**src/rtl/cfgport_pkg.sv**
```systemverilog
package cfgport_pkg;

    typedef enum logic [1:0] {
        ST_LOCKED   = 2'd0,
        ST_KEY_HALF = 2'd1,
        ST_OPEN     = 2'd2
    } key_state_e;

    localparam logic [7:0] IDX_LDEV_SEL = 8'h07;
    localparam logic [7:0] IDX_CHIP_ID  = 8'h20;
    localparam logic [7:0] IDX_ACTIVATE = 8'h30;
    localparam logic [7:0] IDX_FN_FIRST = 8'h31;
    localparam logic [7:0] LOCKED_READ  = 8'hFF;

    function automatic logic [7:0] enter_key(input logic alt);
        return alt ? 8'h88 : 8'h87;
    endfunction

    function automatic logic [7:0] leave_key(input logic alt);
        return alt ? 8'hBB : 8'hAA;
    endfunction

endpackage

```
**src/rtl/cfgport_keyfsm.sv**
```systemverilog
module cfgport_keyfsm
    import cfgport_pkg::*;
#(
    parameter bit ALT_KEYS = 1'b0
) (
    input  logic       clk,
    input  logic       rst_n,
    input  logic       idx_wr,
    input  logic [7:0] wdata,
    output logic       cfg_open,
    output logic       idx_load
);
    localparam logic [7:0] KEY_IN  = enter_key(ALT_KEYS);
    localparam logic [7:0] KEY_OUT = leave_key(ALT_KEYS);

    key_state_e state, state_nx;

    always_ff @(posedge clk) begin
        if (!rst_n) state <= ST_LOCKED;
        else        state <= state_nx;
    end

    always_comb begin
        state_nx = state;
        unique case (state)
            ST_LOCKED:   if (idx_wr && wdata == KEY_IN) state_nx = ST_KEY_HALF;
            ST_KEY_HALF: if (idx_wr) state_nx = (wdata == KEY_IN) ? ST_OPEN : ST_LOCKED;
            ST_OPEN:     if (idx_wr && wdata == KEY_OUT) state_nx = ST_LOCKED;
            default:     state_nx = ST_LOCKED;
        endcase
    end

    always_comb begin
        cfg_open = (state == ST_OPEN);
        idx_load = cfg_open && idx_wr && (wdata != KEY_OUT);
    end

endmodule

```
**src/rtl/cfgport_regbank.sv**
```systemverilog
module cfgport_regbank
    import cfgport_pkg::*;
#(
    parameter int NUM_LDEV = 16
) (
    input  logic                clk,
    input  logic                rst_n,
    input  logic                idx_load,
    input  logic                dat_wr,
    input  logic [7:0]          wdata,
    output logic [7:0]          cur_index,
    output logic [7:0]          cur_ldev,
    output logic [NUM_LDEV-1:0] dev_active
);
    always_ff @(posedge clk) begin
        if (!rst_n)        cur_index <= 8'h00;
        else if (idx_load) cur_index <= wdata;
    end

    always_ff @(posedge clk) begin
        if (!rst_n)                                     cur_ldev <= 8'h00;
        else if (dat_wr && cur_index == IDX_LDEV_SEL)   cur_ldev <= wdata;
    end

    for (genvar g = 0; g < NUM_LDEV; g++) begin : g_act
        localparam logic [7:0] DEV_NUM = 8'(g);
        always_ff @(posedge clk) begin
            if (!rst_n)
                dev_active[g] <= 1'b0;
            else if (dat_wr && cur_index == IDX_ACTIVATE && cur_ldev == DEV_NUM)
                dev_active[g] <= wdata[0];
        end
    end

endmodule

```
**src/rtl/cfgport_access.sv**
```systemverilog
module cfgport_access
    import cfgport_pkg::*;
#(
    parameter int         NUM_LDEV = 16,
    parameter logic [7:0] CHIP_ID  = 8'h52
) (
    input  logic                cfg_open,
    input  logic                bus_rd,
    input  logic                bus_wr,
    input  logic                hit_idx,
    input  logic                hit_dat,
    input  logic [7:0]          cur_index,
    input  logic [7:0]          cur_ldev,
    input  logic [NUM_LDEV-1:0] dev_active,
    input  logic [7:0]          fn_rdata,
    output logic [7:0]          bus_rdata,
    output logic                fn_wr,
    output logic                fn_rd
);
    localparam int         LDEV_W   = (NUM_LDEV > 1) ? $clog2(NUM_LDEV) : 1;
    localparam logic [7:0] LDEV_LIM = 8'(NUM_LDEV);

    logic       fn_range;
    logic [7:0] act_byte;
    logic [7:0] reg_byte;

    always_comb begin
        fn_range = (cur_index >= IDX_FN_FIRST);
        fn_wr    = cfg_open && hit_dat && bus_wr && fn_range;
        fn_rd    = cfg_open && hit_dat && bus_rd && fn_range;
        act_byte = 8'h00;
        if (cur_ldev < LDEV_LIM)
            act_byte[0] = dev_active[cur_ldev[LDEV_W-1:0]];
        if (fn_range)                        reg_byte = fn_rdata;
        else if (cur_index == IDX_LDEV_SEL)  reg_byte = cur_ldev;
        else if (cur_index == IDX_CHIP_ID)   reg_byte = CHIP_ID;
        else if (cur_index == IDX_ACTIVATE)  reg_byte = act_byte;
        else                                 reg_byte = 8'h00;
        if (!(hit_idx || hit_dat))  bus_rdata = 8'h00;
        else if (!cfg_open)         bus_rdata = LOCKED_READ;
        else if (hit_idx)           bus_rdata = cur_index;
        else                        bus_rdata = reg_byte;
    end

endmodule

```
**src/rtl/cfgport_keyed.sv**
```systemverilog
module cfgport_keyed
    import cfgport_pkg::*;
#(
    parameter int                ADDR_W    = 16,
    parameter logic [ADDR_W-1:0] BASE_ADDR = 16'h002E,
    parameter bit                ALT_KEYS  = 1'b0,
    parameter logic [7:0]        CHIP_ID   = 8'h52,
    parameter int                NUM_LDEV  = 16
) (
    input  logic                clk,
    input  logic                rst_n,
    input  logic [ADDR_W-1:0]   bus_addr,
    input  logic                bus_wr,
    input  logic                bus_rd,
    input  logic [7:0]          bus_wdata,
    output logic [7:0]          bus_rdata,
    output logic                fn_wr,
    output logic                fn_rd,
    output logic [7:0]          fn_index,
    output logic [7:0]          fn_ldev,
    output logic [7:0]          fn_wdata,
    input  logic [7:0]          fn_rdata,
    output logic [NUM_LDEV-1:0] dev_active
);
    localparam logic [ADDR_W-1:0] DATA_ADDR = BASE_ADDR + 1'b1;

    logic       hit_idx, hit_dat, idx_wr, dat_wr;
    logic       cfg_open, idx_load;
    logic [7:0] cur_index, cur_ldev;

    assign hit_idx = (bus_addr == BASE_ADDR);
    assign hit_dat = (bus_addr == DATA_ADDR);
    assign idx_wr  = bus_wr && hit_idx;
    assign dat_wr  = bus_wr && hit_dat && cfg_open;

    cfgport_keyfsm #(.ALT_KEYS(ALT_KEYS)) u_fsm (
        .clk      (clk),
        .rst_n    (rst_n),
        .idx_wr   (idx_wr),
        .wdata    (bus_wdata),
        .cfg_open (cfg_open),
        .idx_load (idx_load)
    );

    cfgport_regbank #(.NUM_LDEV(NUM_LDEV)) u_bank (
        .clk        (clk),
        .rst_n      (rst_n),
        .idx_load   (idx_load),
        .dat_wr     (dat_wr),
        .wdata      (bus_wdata),
        .cur_index  (cur_index),
        .cur_ldev   (cur_ldev),
        .dev_active (dev_active)
    );

    cfgport_access #(.NUM_LDEV(NUM_LDEV), .CHIP_ID(CHIP_ID)) u_acc (
        .cfg_open   (cfg_open),
        .bus_rd     (bus_rd),
        .bus_wr     (bus_wr),
        .hit_idx    (hit_idx),
        .hit_dat    (hit_dat),
        .cur_index  (cur_index),
        .cur_ldev   (cur_ldev),
        .dev_active (dev_active),
        .fn_rdata   (fn_rdata),
        .bus_rdata  (bus_rdata),
        .fn_wr      (fn_wr),
        .fn_rd      (fn_rd)
    );

    assign fn_index = cur_index;
    assign fn_ldev  = cur_ldev;
    assign fn_wdata = bus_wdata;

endmodule

```
**config.mk**
```make
export PLATFORM = sky130hd
export DESIGN_NAME = cfgport_keyed
export DESIGN_NICKNAME = d
export VERILOG_FILES = /design/src/rtl/cfgport_pkg.sv /design/src/rtl/cfgport_keyfsm.sv /design/src/rtl/cfgport_regbank.sv /design/src/rtl/cfgport_access.sv /design/src/rtl/cfgport_keyed.sv
export SDC_FILE = /design/constraint.sdc
export NUM_CORES = 1
export LEC_CHECK = 0
export BUFFER_PORTS_ARGS = -buffer_cell sky130_fd_sc_hd__buf_4
export CAP_MARGIN = 20
export CORE_MARGIN = 8
export CORE_UTILIZATION = 49
export DETAILED_ROUTE_END_ITERATION = 16
export PLACE_DENSITY = 0.85
export SLEW_MARGIN = 20
export SYNTH_ARGS = -nofsm -noshare
export SYNTH_HDL_FRONTEND = slang
export SYNTH_SLANG_ARGS = --single-unit
```
**constraint.sdc**
```tcl
create_clock -name clk -period 2.5 [get_ports clk]
set_input_delay 0.5 -clock clk [delete_from_list [all_inputs] [get_ports clk]]
set_output_delay 0.5 -clock clk [all_outputs]
set_load 0.05 [all_outputs]
```
==> summary.txt, run 1 <==
Reg-to-reg critical path endpoint: u_bank.cur_ldev[4]
Most common cell after layout, fill and taps aside: buf_4
Final min period: 2440 ps
Initial core utilization: 0.513
Part of the power in the clock network: 0.372
Die width: 83.7 um
Routed via count: 2264
HP Class: in2reg
Reg clk slew, reported paths: 60 ps
Worst Path Max Fanout: 7
Seq/Total Area, Yosys: 0.303
GRT overflow: 0
Most frequent cells in the layout: 99 x buf_4, 29 x dfxtp_1, 21 x nor2b_1
DR DRC count: 0
Reg2Reg Setup Slack: 550 ps
First-pass GRT wire length: 11.0 mm
Distinct cell type count after synthesis: 41
WL per Instance: 17.3 um
Comb power frac: 0.110
# rows: 24
Clock Skews: 6.88 ps
Sw frac: 0.247
H-tree depth: 2
Routed WL: 6.74 mm
CP endpoint kind: output port
Synth area leader: dfxtp_1
Period utilisation layout: 0.974
Worst IR Drop VDD: 0.378 mV
Yosys top cell area share: 0.303
Top-Level Pins: 86
Die height: 83.7 um
Worst slew margin relative to its limit: 0.652
Warnings, synthesis: 0
Yosys reg bits: 34
Worst setup SP type: register
Post-synth net total: 290
Skew-Pair Late Insertion Delay: 290 ps
Initial antenna violation count: 0
Slew Limit Fails: 0
Syn avg cell area: 8.85 sq um
Max_cap viols: 0
Fillers: 330
Cell area after synthesis: 2250 sq um
Overall Power: 1.04 mW
Net switching power: 0.257 mW
Final setup viols: 0
GRT Overall Usage: 0.185
CTS sink count: 34
Synth area leaders: dfxtp_1 30%, mux2i_1 8.0%, and4_1 6.6%
Lkg Pwr: 1.40 nW
Iteration-0 DRC count of the detailed router: 226
Final setup TNS: 0 ps
CTS tree: done
TritonRoute pass-1 iters: 4
Least-Margin Pin Slew: 522 ps
R2R depth: 5
Pwr Density: 325 nW/um^2
Num CTS Buffers: 5
Area Growth Syn to Fin: 42.6%
Internal power: 0.784 mW
Antenna violation net count after detailed routing: 0
GP Congestion: 0.923
Vias in the first global route: 2212
Final hold vios: 0
Max Freq: 0.410 GHz
Setup ws final: 63.8 ps
Worst Setup SP: u_bank.cur_index[3]
CP required: 2000 ps
Last element of the critical path: bus_rdata[5]
Status: completed
Setup CP Type: reg2out
Syn Inst Count: 254
R2r startpoint: u_bank.cur_index[3]
Setup WS pre-CTS: 183 ps
Root Driver: clkbuf_8
Largest net degree at the start of global routing: 35
# nets final: 374
Die area: 7010 sq um
I/O Buffers: 85
Seq pwr share: 0.518
Clock Path Buffers: 2
Number of diodes: 0
Hpwl dp: 4.94 mm
Critical Path AT: 1940 ps
Total core area: 4380 sq um
Share of layout cells above drive strength 1: 0.429
DR vias/cell: 5.81
-- area by class of cell --
class                      instances  area [sq um]  share of cell area
timing repair buffer             105           820               0.256
tap                               52          65.1              0.0203
clock inverter                     1          7.51             0.00234
inverter                          19          71.3              0.0223
clock buffer                       6          72.6              0.0226
multi-input combinational        173          1480               0.461
sequential                        34           692               0.216
-- metrics by stage --
stage	hold WS, ps	util	area (sq um)	instances
floorplan	475	-	2350	254
detailed placement	511	0.685	3000	377
global route	513	0.731	3200	390
finish	502	0.731	3200	390
CTS	498	0.706	3100	384
global placement	498	0.685	3000	377
-- registers in the layout, summed over array words and instances, names as in the netlist --
signal	cells
u_bank.cur_index	8
u_bank.dev_active	16
u_fsm.state	2
u_bank.cur_ldev	8
-- cell usage after synthesis --
library cell   n
buf_4          8
a211oi_1       1
a221o_1        1
dfxtp_1       34
a221oi_1       4
nor4bb_1       3
nor4_4         2
buf_6          4
nand2b_1       7
mux4_2         2
o2111ai_1      1
o221ai_1       3
nor4_1         2
nand3_1        2
nand4_1        2
o211ai_1       2
nand4b_1       1
nor2_1         5
xnor2_1        1
inv_1         19
and4_1        17
or2_1          1
nor4_2         1
nor2b_1       22
and4b_1        1
o21a_1        18
a31oi_1       19
mux2i_1       18
a21oi_1        2
buf_2          2
nor4b_4        1
nand2_1        6
clkbuf_1      14
o22ai_1        1
o21ai_0        3
nor3_1        11
or4_1          2
o31a_1         2
and2_1         6
nand4_2        2
nor4b_2        1
-- logic make-up (layout without fill, tap and decap cells) --
logic type                after synthesis  count (layout)  share of synthesized area
DFF                                    34              34                      0.303
AOI/OAI and AO/OA                      57              57                      0.180
buffers and inverters                  47             131                      0.106
xor gates and xnor gates                1               1                    0.00390
and+or+nand+nor                        95              95                      0.306
muxes                                  20              20                      0.100
-- how the worst min path moves through the flow --
stage / slack, ps / to / cells after the start / start
after floorplan: 470 / u_fsm.state[0] / 2 / u_fsm.state[0]
after global placement: 500 / u_fsm.state[0] / 2 / u_fsm.state[0]
after detailed placement: 510 / u_fsm.state[0] / 2 / u_fsm.state[0]
after CTS: 500 / u_bank.cur_index[7] / 3 / bus_wdata[7]
after global routing: 510 / u_bank.cur_ldev[6] / 3 / bus_wdata[6]
final: 500 / u_bank.cur_index[7] / 3 / bus_wdata[7]
-- repair_timing --
item | CTS | global route
hold buffers | 0 | 0
buffers inserted | 0 | 6
pin swaps | 1 | 5
setup endpoints to repair | 7 | 8
gates resized for setup | 7 | 16
-- critical path: stages, from the launching register on --
cell and delay (ps):
dfxtp_4 370, nor4b_4 310, and4_4 310, buf_4 120
a221oi_1 80, a211oi_2 230, buf_4 230
-- per-layer routing --
metal	GRT usage	vias up	share of wire
met5	0	-	0
met4	0.0612	0	0.013
met3	0.0459	8	0.066
met2	0.297	99	0.49
met1	0.233	1049	0.43
li1	-	1108	-
-- power groups by stage --
stage	clock, mW	sequential [mW]	combinational (mW)
after global placement	0	0.554	0.113
after global routing	0.419	0.539	0.121
after CTS	0.394	0.541	0.114
after floorplan	0	0.554	0.0590
final	0.387	0.539	0.115
after detailed placement	0	0.554	0.114
Power figures use the tool's default switching activity.
==> run 2: changes to the inputs <==
GPL_TIMING_DRIVEN = 0   (was not set)
RECOVER_POWER = 50   (was not set)
SLEW_MARGIN = 25   (was 20)
==> summary.txt, run 2 (synthesized netlist as in run 1, its figures left out) <==
Worst setup SP type: register
Placed cell area: 3050 sq um (+1.4%)
Most common cell after layout, fill and taps aside: buf_4
WL per Instance: 19.5 um (+13%)
Reg2Reg Setup Slack: 400 ps (-150 ps)
Max_cap viols: 0 (unchanged)
GRT Overall Usage: 0.216 (+0.0314)
First-pass GRT wire length: 12.7 mm (+15%)
Slowest cell on the critical path: dfxtp_4
# rows: 24 (unchanged)
Largest net degree at the start of global routing: 12 (-66%)
Die height: 83.7 um (unchanged)
Share of layout cells above drive strength 1: 0.410 (-0.0187)
Hold buffers post-CTS: 0 (unchanged)
Die width: 83.7 um (unchanged)
CP endpoint kind: output port
R2r startpoint: u_bank.cur_index[2]
Die area: 7010 sq um (unchanged)
H-tree depth: 2 (unchanged)
Seq pwr share: 0.489 (-0.029)
GP Congestion: 0.874 (-5.3%)
TritonRoute pass-1 iters: 4 (unchanged)
Initial core utilization: 0.513 (unchanged)
Hold path start: rst_n
Comb power frac: 0.118 (+0.008)
Root Driver: clkbuf_8
Final min period: 2520 ps (+80.4 ps)
Top-Level Pins: 86 (unchanged)
Design area: 3250 sq um (+1.4%)
Lkg Pwr: 1.38 nW (-1.4%)
Max Freq: 0.397 GHz (-3.2%)
Period utilisation layout: 1.01 (+0.0321)
Peak per-stage delay on the critical path: 390 ps (+20 ps)
Clock Skews: 13.2 ps (+6.33 ps)
Status: complete, but fails checks
Pwr Density: 338 nW/um^2 (+4.0%)
HP Class: in2reg
Least-Margin Pin Slew: 621 ps (+99.5 ps)
CTS sink count: 34 (unchanged)
Iteration-0 DRC count of the detailed router: 169 (-25%)
Antenna violation net count after detailed routing: 0 (unchanged)
Slew Limit Fails: 0 (unchanged)
Fillers: 336 (+1.8%)
Critical Path AT: 2020 ps (+80 ps)
Hold-critical path depth: 3 (unchanged)
Failing checks: negative setup slack
Routed via count: 2456 (+8.5%)
Number of diodes: 0 (unchanged)
I/O Buffers: 84 (-1.2%)
GRT overflow: 0 (unchanged)
Area Growth Syn to Fin: 44.6%
Worst slew margin relative to its limit: 0.588 (-0.0638)
Reg clk slew, reported paths: 80 ps (+20 ps)
Part of the power in the clock network: 0.393 (+0.021)
DR DRC count: 0 (unchanged)
Worst IR Drop VDD: 0.380 mV (+0.51%)
Skew-Pair Late Insertion Delay: 300 ps (about the same)
Most frequent cells in the layout: 82 x buf_4, 26 x dfxtp_1, 23 x clkbuf_1
CP Cell Sequence: nor4b_4 > and4_4 > and2_1 > o221ai_1 > a31oi_4 > buf_6
Hpwl dp: 5.71 mm (+16%)
Routed WL: 7.86 mm (+17%)
Reg-to-reg critical path endpoint: u_bank.dev_active[7]
R2R depth: 7 (+2)
Setup ws final: -16.6 ps (-80.4 ps)
Final setup TNS: -19.2 ps (-19.2 ps)
CP required: 2000 ps (about the same)
Biggest register: u_bank.dev_active
Num CTS Buffers: 5 (unchanged)
Reg area: 701 sq um (+1.3%)
# nets final: 386 (+3.2%)
Top flop regs: u_bank.dev_active: 16 flops, u_bank.cur_index: 8 flops, u_bank.cur_ldev: 8 flops
Net switching power: 0.276 mW (+7.7%)
Internal power: 0.821 mW (+4.7%)
Setup CP Type: reg2out
Initial antenna violation count: 0 (unchanged)
DR vias/cell: 6.09 (+5.0%)
Clock Path Buffers: 2 (unchanged)
Final hold vios: 0 (unchanged)
Final setup viols: 2 (+2)
CTS tree: done
Max FFs per register: 16 (unchanged)
RSZ-0062 raised after global routing: true
Multi-input logic area: 1510 sq um (+1.9%)
Vias in the first global route: 2473 (+12%)
Total core area: 4380 sq um (unchanged)
Sw frac: 0.252 (+0.00517)
Hold EP: u_fsm.state[0]
Worst Path Max Fanout: 7 (unchanged)
## run 2: changes by cell type in the layout (fill, tap and decap cells not counted), sizes merged
cell    delta
clkinv     +1
clkbuf    +25
buf       -13
## run 2: power by group through the flow
stage | clock network, mW | registers [mW] | logic [mW]
2_1_floorplan | 0 | 0.554 | 0.0590
3_3_place_gp | 0 | 0.554 | 0.126
3_5_place_dp | 0 | 0.554 | 0.127
4_1_cts | 0.437 | 0.541 | 0.128
5_1_grt | 0.459 | 0.537 | 0.136
6_report | 0.432 | 0.537 | 0.129
## run 2: what timing repair did
item,4_1_cts,5_1_grt
gates resized for setup,21,19
endpoints found under the setup margin,9,8
pin swaps,2,6
setup buffers,6,2
gates cloned,0,0
## run 2: worst max path at each step
stage | depth (start not counted) | from | to
5_1_grt | 6 | bus_addr[0] | bus_rdata[0]
4_1_cts | 6 | u_fsm.state[1] | bus_rdata[5]
6_report | 6 | u_bank.cur_index[4] | bus_rdata[4]
3_5_place_dp | 7 | bus_addr[14] | bus_rdata[0]
3_3_place_gp | 7 | bus_addr[14] | bus_rdata[0]
2_1_floorplan | 5 | u_bank.cur_index[3] | bus_rdata[5]
## run 2: area by class of cell
class | instances | share of cell area
Multi-Input combinational cell | 173 | 0.463
Sequential cell | 34 | 0.216
Timing Repair Buffer | 92 | 0.200
Buffer | 25 | 0.0501
Clock buffer | 6 | 0.0254
Inverter | 19 | 0.0219
Tap cell | 52 | 0.0200
Clock inverter | 2 | 0.00385
## run 2: per-stage QoR
stage	setup slack [ps]	std cells	hold slack (ps)	utilization	power, mW
after detailed placement	-269	390	518	0.695	0.681
after global placement	-226	390	494	0.695	0.679
after floorplan	-152	254	475	-	0.613
final	-16.6	403	493	0.741	1.10
after CTS	-26.4	401	490	0.737	1.11
after global routing	-143	403	504	0.741	1.13
## run 2: routing by layer
metal,global-route usage,wire length (um),part of all wire
met1,0.265,3250,0.41
met2,0.357,3850,0.49
met3,0.0410,573,0.073
met4,0.0911,187,0.024
met5,0,0,0
## run 2: worst max-delay path, delay by kind of cell, from the launching register on
family | cells | cell delay (ps)
compound gates | 2 | 370
buf+inv | 1 | 170
simple gates | 3 | 790
flops | 1 | 390
